**src/rtl/imm_alu_pkg.sv**
```systemverilog
package imm_alu_pkg;

    typedef enum logic [2:0] {
        OP_NONE,
        OP_ADD_SHIFTED,
        OP_ADD_PC,
        OP_ADD_CARRY,
        OP_SUB_CARRY
    } imm_op_e;

    localparam int unsigned ILEN = 32;

    localparam logic [5:0] PRIM_ADD_SHIFTED = 6'd15;
    localparam logic [5:0] PRIM_ADD_PC      = 6'd19;
    localparam logic [4:0] EXT_ADD_PC       = 5'd2;
    localparam logic [5:0] PRIM_ADDC        = 6'd12;
    localparam logic [5:0] PRIM_ADDC_REC    = 6'd13;
    localparam logic [5:0] PRIM_SUBC        = 6'd8;

endpackage

```
**src/rtl/imm_alu_decode.sv**
```systemverilog
module imm_alu_decode
    import imm_alu_pkg::*;
#(
    parameter int unsigned XLEN  = 64,
    parameter int unsigned IMM_W = 16,
    parameter int unsigned SHIFT = 16
) (
    input  logic [ILEN-1:0] instr,
    output imm_op_e         op,
    output logic            record_form,
    output logic [XLEN-1:0] imm_ext
);
    localparam int unsigned HIGH_PAD = XLEN - IMM_W - SHIFT;
    localparam int unsigned LOW_PAD  = XLEN - IMM_W;

    logic [5:0]       prim;
    logic [IMM_W-1:0] field_imm;
    logic [IMM_W-1:0] pc_imm;
    logic             unused_dest;

    assign prim        = instr[31:26];
    assign field_imm   = instr[IMM_W-1:0];
    assign pc_imm      = {instr[15:6], instr[20:16], instr[0]};
    assign unused_dest = ^instr[25:21];

    always_comb begin
        op          = OP_NONE;
        record_form = 1'b0;
        unique case (prim)
            PRIM_ADD_SHIFTED: op = OP_ADD_SHIFTED;
            PRIM_ADD_PC:      op = (instr[5:1] == EXT_ADD_PC) ? OP_ADD_PC : OP_NONE;
            PRIM_ADDC:        op = OP_ADD_CARRY;
            PRIM_ADDC_REC: begin
                op          = OP_ADD_CARRY;
                record_form = instr[26];
            end
            PRIM_SUBC:        op = OP_SUB_CARRY;
            default:          op = OP_NONE;
        endcase
    end

    always_comb begin
        unique case (op)
            OP_ADD_SHIFTED: imm_ext = {{HIGH_PAD{field_imm[IMM_W-1]}}, field_imm, {SHIFT{1'b0}}};
            OP_ADD_PC:      imm_ext = {{HIGH_PAD{pc_imm[IMM_W-1]}}, pc_imm, {SHIFT{1'b0}}};
            OP_ADD_CARRY,
            OP_SUB_CARRY:   imm_ext = {{LOW_PAD{field_imm[IMM_W-1]}}, field_imm};
            default:        imm_ext = '0;
        endcase
    end

endmodule

```
**src/rtl/imm_alu_adder.sv**
```systemverilog
module imm_alu_adder #(
    parameter int unsigned W    = 64,
    parameter int unsigned HALF = 32
) (
    input  logic [W-1:0] a,
    input  logic [W-1:0] b,
    input  logic         cin,
    output logic [W-1:0] sum,
    output logic         carry,
    output logic         carry_half,
    output logic         ovf,
    output logic         ovf_half
);
    logic [W:0]    full_sum;
    logic [HALF:0] half_sum;

    assign full_sum = {1'b0, a} + {1'b0, b} + {{W{1'b0}}, cin};
    assign half_sum = {1'b0, a[HALF-1:0]} + {1'b0, b[HALF-1:0]} + {{HALF{1'b0}}, cin};

    assign sum        = full_sum[W-1:0];
    assign carry      = full_sum[W];
    assign carry_half = half_sum[HALF];
    assign ovf        = (a[W-1] == b[W-1]) && (full_sum[W-1] != a[W-1]);
    assign ovf_half   = (a[HALF-1] == b[HALF-1]) && (half_sum[HALF-1] != a[HALF-1]);

endmodule

```
**src/rtl/imm_alu_exec.sv**
```systemverilog
module imm_alu_exec
    import imm_alu_pkg::*;
#(
    parameter int unsigned XLEN  = 64,
    parameter int unsigned HALF  = 32,
    parameter int unsigned IMM_W = 16,
    parameter int unsigned SHIFT = 16,
    parameter int unsigned INSN_BYTES = 4
) (
    input  logic            clk,
    input  logic            rst,
    input  logic            valid_in,
    input  logic [31:0]     instr_in,
    input  logic [XLEN-1:0] src_in,
    input  logic [XLEN-1:0] pc_in,
    output logic            valid_out,
    output logic            illegal_out,
    output logic [XLEN-1:0] result_out,
    output logic            result_we,
    output logic            ca_out,
    output logic            ca32_out,
    output logic            ov_out,
    output logic            ov32_out,
    output logic            flags_we,
    output logic            cr_lt,
    output logic            cr_gt,
    output logic            cr_eq,
    output logic            cr_so,
    output logic            cr_we
);
    localparam logic [XLEN-1:0] NEXT_OFFSET = XLEN'(INSN_BYTES);

    imm_op_e         op;
    logic            record_form;
    logic [XLEN-1:0] imm_ext;
    logic [XLEN-1:0] opa;
    logic            cin;
    logic [XLEN-1:0] sum;
    logic            carry, carry_half, ovf, ovf_half;
    logic            legal, do_result, do_flags, do_cr;

    imm_alu_decode #(.XLEN(XLEN), .IMM_W(IMM_W), .SHIFT(SHIFT)) decode_i (
        .instr       (instr_in),
        .op          (op),
        .record_form (record_form),
        .imm_ext     (imm_ext)
    );

    always_comb begin
        opa   = src_in;
        cin   = 1'b0;
        legal = 1'b1;
        unique case (op)
            OP_ADD_SHIFTED: opa = src_in;
            OP_ADD_PC:      opa = pc_in + NEXT_OFFSET;
            OP_ADD_CARRY:   opa = src_in;
            OP_SUB_CARRY: begin
                opa = ~src_in;
                cin = 1'b1;
            end
            default:        legal = 1'b0;
        endcase
    end

    imm_alu_adder #(.W(XLEN), .HALF(HALF)) adder_i (
        .a          (opa),
        .b          (imm_ext),
        .cin        (cin),
        .sum        (sum),
        .carry      (carry),
        .carry_half (carry_half),
        .ovf        (ovf),
        .ovf_half   (ovf_half)
    );

    assign do_result = valid_in && legal;
    assign do_flags  = do_result && (op == OP_ADD_CARRY || op == OP_SUB_CARRY);
    assign do_cr     = do_flags && record_form;

    always_ff @(posedge clk) begin
        if (rst) begin
            valid_out   <= 1'b0;
            illegal_out <= 1'b0;
            result_we   <= 1'b0;
            flags_we    <= 1'b0;
            cr_we       <= 1'b0;
        end else begin
            valid_out   <= valid_in;
            illegal_out <= valid_in && !legal;
            result_we   <= do_result;
            flags_we    <= do_flags;
            cr_we       <= do_cr;
        end
    end

    always_ff @(posedge clk) begin
        if (rst) begin
            result_out <= '0;
            ca_out     <= 1'b0;
            ca32_out   <= 1'b0;
            ov_out     <= 1'b0;
            ov32_out   <= 1'b0;
            cr_lt      <= 1'b0;
            cr_gt      <= 1'b0;
            cr_eq      <= 1'b0;
            cr_so      <= 1'b0;
        end else begin
            if (do_result) result_out <= sum;
            if (do_flags) begin
                ca_out   <= carry;
                ca32_out <= carry_half;
                ov_out   <= ovf;
                ov32_out <= ovf_half;
            end
            if (do_cr) begin
                cr_lt <= sum[XLEN-1];
                cr_eq <= (sum == '0);
                cr_gt <= !sum[XLEN-1] && (sum != '0);
                cr_so <= ovf;
            end
        end
    end


    latency_chk: assert property (@(posedge clk) disable iff (rst)
        valid_in |=> valid_out);

    idle_chk: assert property (@(posedge clk) disable iff (rst)
        !valid_out |-> !result_we && !flags_we && !cr_we && !illegal_out);

    illegal_chk: assert property (@(posedge clk) disable iff (rst)
        illegal_out |-> !result_we && !flags_we && !cr_we);

    cr_onehot_chk: assert property (@(posedge clk) disable iff (rst)
        cr_we |-> ($countones({cr_lt, cr_gt, cr_eq}) == 1) && flags_we);

    cr_hold_chk: assert property (@(posedge clk) disable iff (rst)
        !cr_we |-> $stable({cr_lt, cr_gt, cr_eq, cr_so}));

    flags_hold_chk: assert property (@(posedge clk) disable iff (rst)
        !flags_we |-> $stable({ca_out, ca32_out, ov_out, ov32_out}));

endmodule

```
**config.mk**
```make
export PLATFORM = sky130hd
export DESIGN_NAME = imm_alu_exec
export DESIGN_NICKNAME = d
export VERILOG_FILES = /design/src/rtl/imm_alu_pkg.sv /design/src/rtl/imm_alu_decode.sv /design/src/rtl/imm_alu_adder.sv /design/src/rtl/imm_alu_exec.sv
export SDC_FILE = /design/constraint.sdc
export NUM_CORES = 1
export LEC_CHECK = 0
export ABC_CLOCK_PERIOD_IN_PS = 15100
export BUFFER_PORTS_ARGS = -buffer_cell sky130_fd_sc_hd__buf_2
export CORE_MARGIN = 4
export CORE_UTILIZATION = 61
export DETAILED_ROUTE_END_ITERATION = 12
export MAX_ROUTING_LAYER = met4
export PLACE_DENSITY = 0.89
export SYNTH_ARGS = -nofsm -noshare
export SYNTH_HDL_FRONTEND = slang
export SYNTH_SLANG_ARGS = --single-unit
```
**constraint.sdc**
```tcl
create_clock -name clk -period 15.1 [get_ports clk]
set_input_delay 2.265 -clock clk [delete_from_list [all_inputs] [get_ports clk]]
set_output_delay 2.265 -clock clk [all_outputs]
set_load 0.005 [all_outputs]
```
==> results of run 1 <==
## layer usage
layer and track usage (%):
met3 8.291, met5 -, met2 55.86, met4 7.849
met1 54.99
## metrics by stage
stage                     std cells  instance area [sq um]  worst slack, ns  utilization, %
after detailed placement       1917                  11460            6.688           69.33
after global routing           1932                  11760            6.610           71.16
after floorplan                1538                  10260            8.066               -
after global placement         1917                  11460            6.815           69.33
after CTS                      1932                  11760            7.008           71.16
## cell families after synthesis
group / after synthesis
adder cells (fa/ha/maj): 66
XOR/XNOR: 89
AO/OA/AOI/OAI: 526
flip-flops: 77
multiplexers: 9
buffers and inverters: 110
AND/OR/NAND/NOR: 661
## synthesized netlist by cell type (7+ instances only)
| master | count | area, sq um |
|---|---|---|
| sky130_fd_sc_hd__a211oi_1 | 16 | 120.1 |
| sky130_fd_sc_hd__a21o_1 | 32 | 240.2 |
| sky130_fd_sc_hd__a21oi_1 | 186 | 930.9 |
| sky130_fd_sc_hd__a221o_1 | 12 | 120.1 |
| sky130_fd_sc_hd__a311oi_1 | 10 | 87.58 |
| sky130_fd_sc_hd__a31oi_1 | 10 | 62.56 |
| sky130_fd_sc_hd__and2_1 | 36 | 225.2 |
| sky130_fd_sc_hd__and3_1 | 24 | 150.1 |
| sky130_fd_sc_hd__and4_1 | 15 | 131.4 |
| sky130_fd_sc_hd__buf_2 | 12 | 60.06 |
| sky130_fd_sc_hd__clkbuf_1 | 68 | 255.2 |
| sky130_fd_sc_hd__dfxtp_1 | 77 | 1541 |
| sky130_fd_sc_hd__ha_1 | 64 | 800.8 |
| sky130_fd_sc_hd__inv_1 | 27 | 101.4 |
| sky130_fd_sc_hd__nand2_1 | 211 | 792.0 |
| sky130_fd_sc_hd__nand2b_1 | 7 | 43.79 |
| sky130_fd_sc_hd__nand3_1 | 39 | 195.2 |
| sky130_fd_sc_hd__nand4_1 | 45 | 281.5 |
| sky130_fd_sc_hd__nor2_1 | 185 | 694.4 |
| sky130_fd_sc_hd__nor2b_1 | 7 | 43.79 |
| sky130_fd_sc_hd__nor3_1 | 36 | 180.2 |
| sky130_fd_sc_hd__nor4_1 | 16 | 100.1 |
| sky130_fd_sc_hd__o211ai_1 | 15 | 112.6 |
| sky130_fd_sc_hd__o21a_1 | 16 | 120.1 |
| sky130_fd_sc_hd__o21ai_0 | 113 | 565.5 |
| sky130_fd_sc_hd__o21bai_1 | 12 | 90.09 |
| sky130_fd_sc_hd__o22ai_1 | 7 | 43.79 |
| sky130_fd_sc_hd__or3_1 | 13 | 81.33 |
| sky130_fd_sc_hd__xnor2_1 | 39 | 341.6 |
| sky130_fd_sc_hd__xor2_1 | 50 | 437.9 |
==> flow_metrics.py, run 1 <==
metrics = {
    "global_routing": {
        "wire_length_of_the_first_global_routing_pass_microns": 57080,
        "first_global_vias": 11100,
        "grt_start_max_net_pins": 76,
        "overflow_left_after_global_routing": 0,
        "grt_use_total_pct": 38.48,
        "number_of_antenna_violations_at_the_first_check_in_global_routing": 0,
    },
    "synthesis": {
        "number_of_storage_elements_in_the_synthesis_netlist": 77,
        "async_reset_ff_share_pct": 0,
        "cell_area_after_synthesis_sq_um": 10260,
        "synth_edf_count": 0,
        "yosysSeqAreaShare_pct": 15.02,
        "syn_nets": 1767,
        "netlist_instances": 1538,
        "synth-xor-area-share_pct": 7.596,
        "synth_ff_type": "sky130_fd_sc_hd__dfxtp_1",
        "synth_top_family_by_area": "compound AO/OA/AOI/OAI gates",
        "yosys.cell_types.count": 88,
        "synth_mux_area_share_pct": 0.9144,
        "synth_simple_gate_area_share_pct": 30.66,
        "synth_adder_area_share_pct": 8.193,
        "synth-warning-count": 0,
        "area_fraction_in_compound_gates_after_synthesis_pct": 33.44,
        "syn-mean-instance-area_sq_um": 6.673,
    },
    "clock_network": {
        "clockRootBuffer": "sky130_fd_sc_hd__clkbuf_16",
        "clockBufferDepth": 2,
        "post_cts_resized": 0,
        "tritoncts.num_buffers": 9,
        "clock_sink_count": 77,
        "cts_post_setup_buffers_inserted": 0,
        "clock_tree.htree_level_count": 3,
        "cts.hold.buffers_added": 0,
    },
    "floorplanning": {
        "rows": 47,
        "die_y_microns": 137.7,
        "die_width_microns": 137.7,
        "num_io_pins": 240,
        "initial_core_util_pct": 62.10,
    },
    "place": {
        "port_buffers": 234,
        "gpl_wtd_cong": 0.9911,
        "detailed_place_hpwl_microns": 29890,
    },
    "outcome": {
        "haltStage": "detailed routing",
        "status": "stopped before the end",
        "stop_error": "[ERROR DRT-0255] Maze Route cannot find path of net clk in worker of routeBox ( 96600 0 ) ( 137705 48300 ).",
    },
}
==> inputs of run 2 (changes only) <==
--- a/config.mk
+++ b/config.mk
@@ -8,10 +8,9 @@
 export ABC_CLOCK_PERIOD_IN_PS = 15100
 export BUFFER_PORTS_ARGS = -buffer_cell sky130_fd_sc_hd__buf_2
 export CORE_MARGIN = 4
-export CORE_UTILIZATION = 61
+export CORE_UTILIZATION = 40
 export DETAILED_ROUTE_END_ITERATION = 12
-export MAX_ROUTING_LAYER = met4
-export PLACE_DENSITY = 0.89
+export PLACE_DENSITY_LB_ADDON = 0.15
 export SYNTH_ARGS = -nofsm -noshare
 export SYNTH_HDL_FRONTEND = slang
 export SYNTH_SLANG_ARGS = --single-unit
==> run 2 against run 1 <==
The run now ends clean. Synthesized area did not move. Global-route usage fell by 13 points. Synthesized cell count did not move.
==> flow_metrics.py, run 2 <==
metrics = {
    "synthesis": {
        "synth_edf_count": 0,
        "yosysSeqAreaShare_pct": 15.02,
        "netlist_instances": 1538,
        "synth-warning-count": 0,
        "syn_nets": 1767,
        "cell_area_after_synthesis_sq_um": 10260,
        "yosysTopAreaCellShare_pct": 15.02,
        "yosys.cell_types.count": 88,
        "syn-mean-instance-area_sq_um": 6.673,
        "synth.most_common_cell": "sky130_fd_sc_hd__nand2_1",
        "async_reset_ff_share_pct": 0,
        "number_of_storage_elements_in_the_synthesis_netlist": 77,
        "synth.largest_area_cell": "sky130_fd_sc_hd__dfxtp_1",
        "synth_ff_type": "sky130_fd_sc_hd__dfxtp_1",
        "synth.top_cells.by_area": "sky130_fd_sc_hd__dfxtp_1 (15%), sky130_fd_sc_hd__a21oi_1 (9.1%), sky130_fd_sc_hd__ha_1 (7.8%), sky130_fd_sc_hd__nand2_1 (7.7%), sky130_fd_sc_hd__nor2_1 (6.8%)",
        "leading_cell_types_by_count_after_synthesis": "sky130_fd_sc_hd__nand2_1 (211), sky130_fd_sc_hd__a21oi_1 (186), sky130_fd_sc_hd__nor2_1 (185), sky130_fd_sc_hd__o21ai_0 (113), sky130_fd_sc_hd__dfxtp_1 (77)",
    },
    "route": {
        "antenna_violating_nets_post_route": 0,
        "wl_microns": 37900,
        "via_per_inst": 5.873,
        "num_vias": 12000,
        "post_drt_wl_per_cell_microns": 18.55,
        "drt_pass_1_iters": 6,
        "detailed_router_s_first_iteration_violation_count": 1102,
        "drc": 0,
    },
    "final_layout": {
        "layout_common_cells": "sky130_fd_sc_hd__buf_2 (234), sky130_fd_sc_hd__nand2_1 (210), sky130_fd_sc_hd__a21oi_1 (186)",
        "registers.top_by_ff_count": "result_out",
        "finalInstanceArea_sq_um": 11960,
        "largest_register_ff_count": 64,
        "area_delta_synth_final_pct": 16.52,
        "layout_commonest_cell": "sky130_fd_sc_hd__buf_2",
        "final_layout_size_suffix_gt1_share_pct": 17.81,
        "layout.cells.non_filler": 2043,
        "finalNetCount": 1937,
        "antenna_cells": 0,
    },
    "sta": {
        "slew_headroom_pct": 24.53,
        "worst_clock_skew_ns": 0,
        "setup_viol": 0,
        "max_clock_freq_ghz": 0.1215,
        "worst_hold_slack_ns": 0.4490,
        "tightest_slew_ns": 1.120,
        "timing.final.crit_period_ns": 8.228,
        "rsz0062_at_grt": "false",
        "layout_worst_path_cycle_share_pct": 54.49,
        "final.setup.tns_ns": 0,
        "hold_viol": 0,
        "postLayoutSetupSlackWorst_ns": 6.872,
        "final_max_slew_viol_count": 0,
    },
    "worst_setup_path": {
        "cp.arrival_ns": 8.43,
        "worst_setup_path_startpoint": "instr_in[26]",
        "rr_worst_depth": 3,
        "cp-start-kind": "input port",
        "kind_of_end_point_of_the_critical_path": "flip-flop",
        "rr_endpoint": "result_out[21]",
        "timing.critical_path.fanout_max": 65,
        "setup.worst_path.class": "in -> reg",
        "setup.worst_path.end": "cr_gt",
        "timing.critical_path.required_ns": 15.30,
        "r2r_slack_ns": 14.32,
        "crit-reg2reg-launch": "result_out[21]",
    },
    "place": {
        "postPlaceCellArea_sq_um": 11590,
        "dpl_worst_slack_ns": 6.568,
        "gpl_wtd_cong": 0.9280,
        "detailed_place_hpwl_microns": 31590,
        "port_buffers": 234,
        "dpl.cell_count": 2027,
    },
    "clock_network": {
        "clockRootBuffer": "sky130_fd_sc_hd__clkbuf_16",
        "clockBufferDepth": 2,
        "post_cts_resized": 0,
        "worstSkewPairLatency_ns": 0.33,
        "clock_sink_count": 77,
        "cts_tree": "done",
        "tritoncts.num_buffers": 9,
        "clock_tree.htree_level_count": 3,
        "cts.hold.buffers_added": 0,
        "clkTransAtPathRegs_ns": 0.06,
        "cts_post_setup_buffers_inserted": 0,
    },
    "global_routing": {
        "overflow_left_after_global_routing": 0,
        "grt_use_total_pct": 25.70,
        "grt_start_max_net_pins": 76,
        "first_global_vias": 11020,
        "number_of_antenna_violations_at_the_first_check_in_global_routing": 1,
        "wire_length_of_the_first_global_routing_pass_microns": 59870,
    },
    "floorplanning": {
        "num_io_pins": 240,
        "rows": 58,
        "die_width_microns": 168.2,
        "floorplan.core_area_sq_um": 25180,
        "die_y_microns": 168.2,
        "die_area_sq_um": 28280,
        "initial_core_util_pct": 40.75,
    },
    "outcome": {
        "status": "complete, no violations",
    },
    "power": {
        "ir_drop_mv": 0.09175,
        "power_per_cell_area_nw_per_um2": 55.55,
        "p_leak_nw": 5.176,
    },
    "run": {
        "drv_cap": 0,
    },
    "hold_path": {
        "min_path_type": "reg -> reg",
    },
}
## run 2: cell counts after synthesis
Identical to the previous run, type by type.
## run 2: layer usage
layer | vias to the layer above | share of wire [%] | track usage (%)
li1 | 6008 | - | -
met1 | 5463 | 50 | 40.80
met2 | 495 | 39 | 36.46
met3 | 31 | 9.0 | 4.226
met4 | 2 | 1.2 | 4.234
met5 | - | 0.034 | 0
## run 2: worst min path at each step
stage | startpoint | endpoint | slack (ns) | depth (start not counted)
finish | result_out[3] | result_out[3] | 0.45 | 2
global route | result_out[12] | result_out[12] | 0.46 | 2
CTS | result_out[15] | result_out[15] | 0.45 | 2
detailed placement | result_out[15] | result_out[15] | 0.44 | 2
global placement | result_out[15] | result_out[15] | 0.44 | 2
floorplan | result_out[35] | result_out[35] | 0.45 | 2
## run 2: power by group
part | leakage (nW) | switching [mW] | internal (mW)
logic | 4.38 | 0.126 | 0.0712
clock network | 0.175 | 0.0824 | 0.177
registers | 0.622 | 0.00137 | 0.206
## run 2: cells by family (layout without fill, tap and decap cells)
| logic type | count (synthesis) | in the layout | share of synthesized area (%) |
|---|---|---|---|
| and+or+nand+nor | 661 | 661 | 30.66 |
| DFF | 77 | 77 | 15.02 |
| muxes | 9 | 9 | 0.9144 |
| AOI/OAI and AO/OA | 526 | 526 | 33.44 |
| buffers and inverters | 110 | 285 | 4.170 |
| xor gates and xnor gates | 89 | 89 | 7.596 |
| adders and majority gates | 66 | 66 | 8.193 |
## run 2: cell type report
class                           count  area, sq um
Tap cell                          330        412.9
Clock inverter                      7        137.6
Clock buffer                        9        225.2
Inverter                           27        101.3
Fill cell                        2685        13220
Multi-Input combinational cell   1351         8308
Sequential cell                    77         1541
Timing Repair Buffer              242         1231
## run 2: worst max-delay path, stage by stage
cell	delay [ns]
sky130_fd_sc_hd__buf_2	0.13
sky130_fd_sc_hd__nor2b_1	0.14
sky130_fd_sc_hd__and4_1	0.39
sky130_fd_sc_hd__nor2_4	0.16
sky130_fd_sc_hd__buf_4	0.52
sky130_fd_sc_hd__o21ai_0	0.60
sky130_fd_sc_hd__and2_1	0.35
sky130_fd_sc_hd__buf_4	0.26
sky130_fd_sc_hd__ha_1	0.64
sky130_fd_sc_hd__nand4_1	0.23
sky130_fd_sc_hd__nor2_1	0.40
sky130_fd_sc_hd__nand4_1	0.22
sky130_fd_sc_hd__a311oi_1	0.56
sky130_fd_sc_hd__nor2_1	0.24
sky130_fd_sc_hd__a211oi_1	0.25
sky130_fd_sc_hd__a311oi_1	0.10
sky130_fd_sc_hd__a211o_1	0.32
sky130_fd_sc_hd__a211o_1	0.30
sky130_fd_sc_hd__nor3_1	0.21
sky130_fd_sc_hd__o31ai_1	0.08
## run 2: through the flow
| step | power (mW) | utilization (%) |
|---|---|---|
| 4_1_cts | 0.6645 | 47.49 |
| 6_report | 0.6643 | 47.49 |
| 2_1_floorplan | 0.3298 | - |
| 3_5_place_dp | 0.4041 | 46.04 |
| 3_3_place_gp | 0.4027 | 46.04 |
| 5_1_grt | 0.6988 | 47.49 |
Power figures use the tool's default switching activity.
==> inputs of run 3 (changes only) <==
--- a/config.mk
+++ b/config.mk
@@ -5,7 +5,7 @@
 export SDC_FILE = /design/constraint.sdc
 export NUM_CORES = 1
 export LEC_CHECK = 0
-export ABC_CLOCK_PERIOD_IN_PS = 15100
+export ABC_CLOCK_PERIOD_IN_PS = 6700
 export BUFFER_PORTS_ARGS = -buffer_cell sky130_fd_sc_hd__buf_2
 export CORE_MARGIN = 4
 export CORE_UTILIZATION = 40
==> constraint.sdc (replaced) <==
create_clock -name clk -period 6.7 [get_ports clk]
set_input_delay 1.005 -clock clk [delete_from_list [all_inputs] [get_ports clk]]
set_output_delay 1.005 -clock clk [all_outputs]
set_load 0.005 [all_outputs]
==> run 3 against run 2 <==
Sequential share of layout area down 0.078 points. Non-clock buffer count up 22. Clock skew unchanged. Via count is 0.54% higher. Critical endpoint unchanged. Largest cell class unchanged. Highest routed layer unchanged.
==> flow_metrics.py, run 3 (synthesis gave the netlist of run 2 again) <==
metrics = {
    "worst_setup_path": {
        "rr_worst_depth": 3,
        "kind_of_end_point_of_the_critical_path": "flip-flop",
        "rr_endpoint": "result_out[21]",
        "cp.arrival_ns": 6.30,
        "cp-start-kind": "input port",
        "timing.critical_path.fanout_max": 5,
        "crit_family": "compound AO/OA/AOI/OAI gates",
        "max_stage_delay_on_crit_path_ns": 0.51,
        "crit-reg2reg-launch": "result_out[21]",
        "setup.worst_path.class": "in -> reg",
        "timing.critical_path.buf_inv": 1,
        "timing.critical_path.slowest_stage_cell": "sky130_fd_sc_hd__a2111oi_0",
        "most_common_cell_type_on_the_critical_path": "sky130_fd_sc_hd__nor2_1",
        "timing.critical_path.required_ns": 6.89,
        "r2r_slack_ns": 5.92,
    },
    "final_layout": {
        "layout_common_cells": "sky130_fd_sc_hd__buf_2 (234), sky130_fd_sc_hd__nand2_1 (210), sky130_fd_sc_hd__a21oi_1 (186)",
        "registers.top_by_ff_count": "result_out",
        "layout_commonest_cell": "sky130_fd_sc_hd__buf_2",
        "final_layout_size_suffix_gt1_share_pct": 18.73,
        "seq_area_sq_um": 1541,
        "finalNetCount": 1959,
        "finalInstanceArea_sq_um": 12030,
        "area_delta_synth_final_pct": 17.23,
        "layout.cells.non_filler": 2065,
        "multi_input_comb_area_sq_um": 8308,
        "fill_cells": 2683,
        "largest_register_ff_count": 64,
        "antenna_cells": 0,
    },
    "route": {
        "post_drt_wl_per_cell_microns": 18.50,
        "antenna_violating_nets_post_route": 0,
        "drt_pass_1_iters": 7,
        "detailed_router_s_first_iteration_violation_count": 1135,
        "via_per_inst": 5.842,
        "drc": 0,
        "num_vias": 12060,
        "wl_microns": 38200,
    },
    "place": {
        "gpl_wtd_cong": 0.9337,
        "dpl_worst_slack_ns": 0.2990,
        "postPlaceCellArea_sq_um": 11760,
        "detailed_place_hpwl_microns": 32150,
        "port_buffers": 234,
        "dpl.cell_count": 2049,
    },
    "power": {
        "p_leak_nw": 5.246,
        "power_per_cell_area_nw_per_um2": 112.3,
        "ir_drop_mv": 0.1696,
    },
    "hold_path": {
        "hold_end": "result_out[0]",
        "min_path_type": "reg -> reg",
        "hp-start": "result_out[0]",
        "worstHoldPathCells": 2,
    },
    "clock_network": {
        "clock_tree.htree_level_count": 3,
        "tritoncts.num_buffers": 9,
        "cts.hold.buffers_added": 0,
        "clock_sink_count": 77,
        "clockBufferDepth": 2,
        "post_cts_resized": 0,
        "cts_post_setup_buffers_inserted": 0,
        "cts_tree": "done",
        "clkTransAtPathRegs_ns": 0.05,
        "worstSkewPairLatency_ns": 0.32,
        "clockRootBuffer": "sky130_fd_sc_hd__clkbuf_16",
    },
    "global_routing": {
        "first_global_vias": 11140,
        "grt_use_total_pct": 25.74,
        "grt_start_max_net_pins": 76,
        "wire_length_of_the_first_global_routing_pass_microns": 59930,
        "number_of_antenna_violations_at_the_first_check_in_global_routing": 1,
        "overflow_left_after_global_routing": 0,
    },
    "floorplanning": {
        "num_io_pins": 240,
        "floorplan.core_area_sq_um": 25180,
        "die_area_sq_um": 28280,
        "rows": 58,
        "die_y_microns": 168.2,
        "initial_core_util_pct": 40.75,
        "die_width_microns": 168.2,
    },
    "sta": {
        "slew_headroom_pct": 41.50,
        "worst_clock_skew_ns": 0,
        "final.setup.tns_ns": 0,
        "postLayoutSetupSlackWorst_ns": 0.5939,
        "tightest_slew_ns": 0.8554,
        "hold_viol": 0,
        "layout_worst_path_cycle_share_pct": 91.14,
        "timing.final.crit_period_ns": 6.106,
        "max_clock_freq_ghz": 0.1638,
        "final_max_slew_viol_count": 0,
        "setup_viol": 0,
        "rsz0062_at_grt": "false",
    },
    "outcome": {
        "status": "complete, no violations",
    },
    "run": {
        "drv_cap": 0,
    },
}
==> run 3: worst max path at each step <==
stage	startpoint	endpoint	depth (start not counted)
CTS	pc_in[2]	cr_eq	24
global route	pc_in[2]	cr_gt	25
floorplan	pc_in[2]	cr_gt	23
global placement	pc_in[2]	cr_gt	25
detailed placement	pc_in[2]	cr_eq	24
finish	pc_in[2]	cr_gt	25
==> run 3: power by group <==
group,leakage (nW),switching [mW],internal [mW]
sequential,0.622,0.00309,0.464
clock,0.136,0.172,0.259
combinational,4.49,0.286,0.167
total,5.25,0.460,0.890
==> run 3: through the flow <==
step                      utilization, %  hold WS, ns  total power [mW]
after global routing               47.77       0.4689             1.427
after global placement             46.70       0.4371            0.9174
after floorplan                        -       0.4482            0.7434
after CTS                          47.77       0.4510             1.353
after detailed placement           46.70       0.4435            0.9194
final                              47.77       0.4510             1.351
==> run 3: final cells by class <==
class | instances | area share [%]
inverter | 27 | 0.8424
tap | 330 | 3.432
timing repair buffer | 264 | 11.61
clock buffer | 12 | 2.049
sequential | 77 | 12.81
multi-input combinational | 1351 | 69.06
clock inverter | 4 | 0.1976
==> run 3: per-layer routing <==
layer / part of all wire [%] / track usage [%]
met5: 0.034 / 0
met4: 1.1 / 4.093
met3: 8.3 / 4.109
met2: 40 / 36.91
met1: 51 / 40.69
==> run 3: worst reg2reg max path, cell delays in order, from the launching register on <==
cell	delay (ns)
sky130_fd_sc_hd__dfxtp_1	0.33
sky130_fd_sc_hd__and2_1	0.14
sky130_fd_sc_hd__a31oi_1	0.13
sky130_fd_sc_hd__nor2_1	0.05
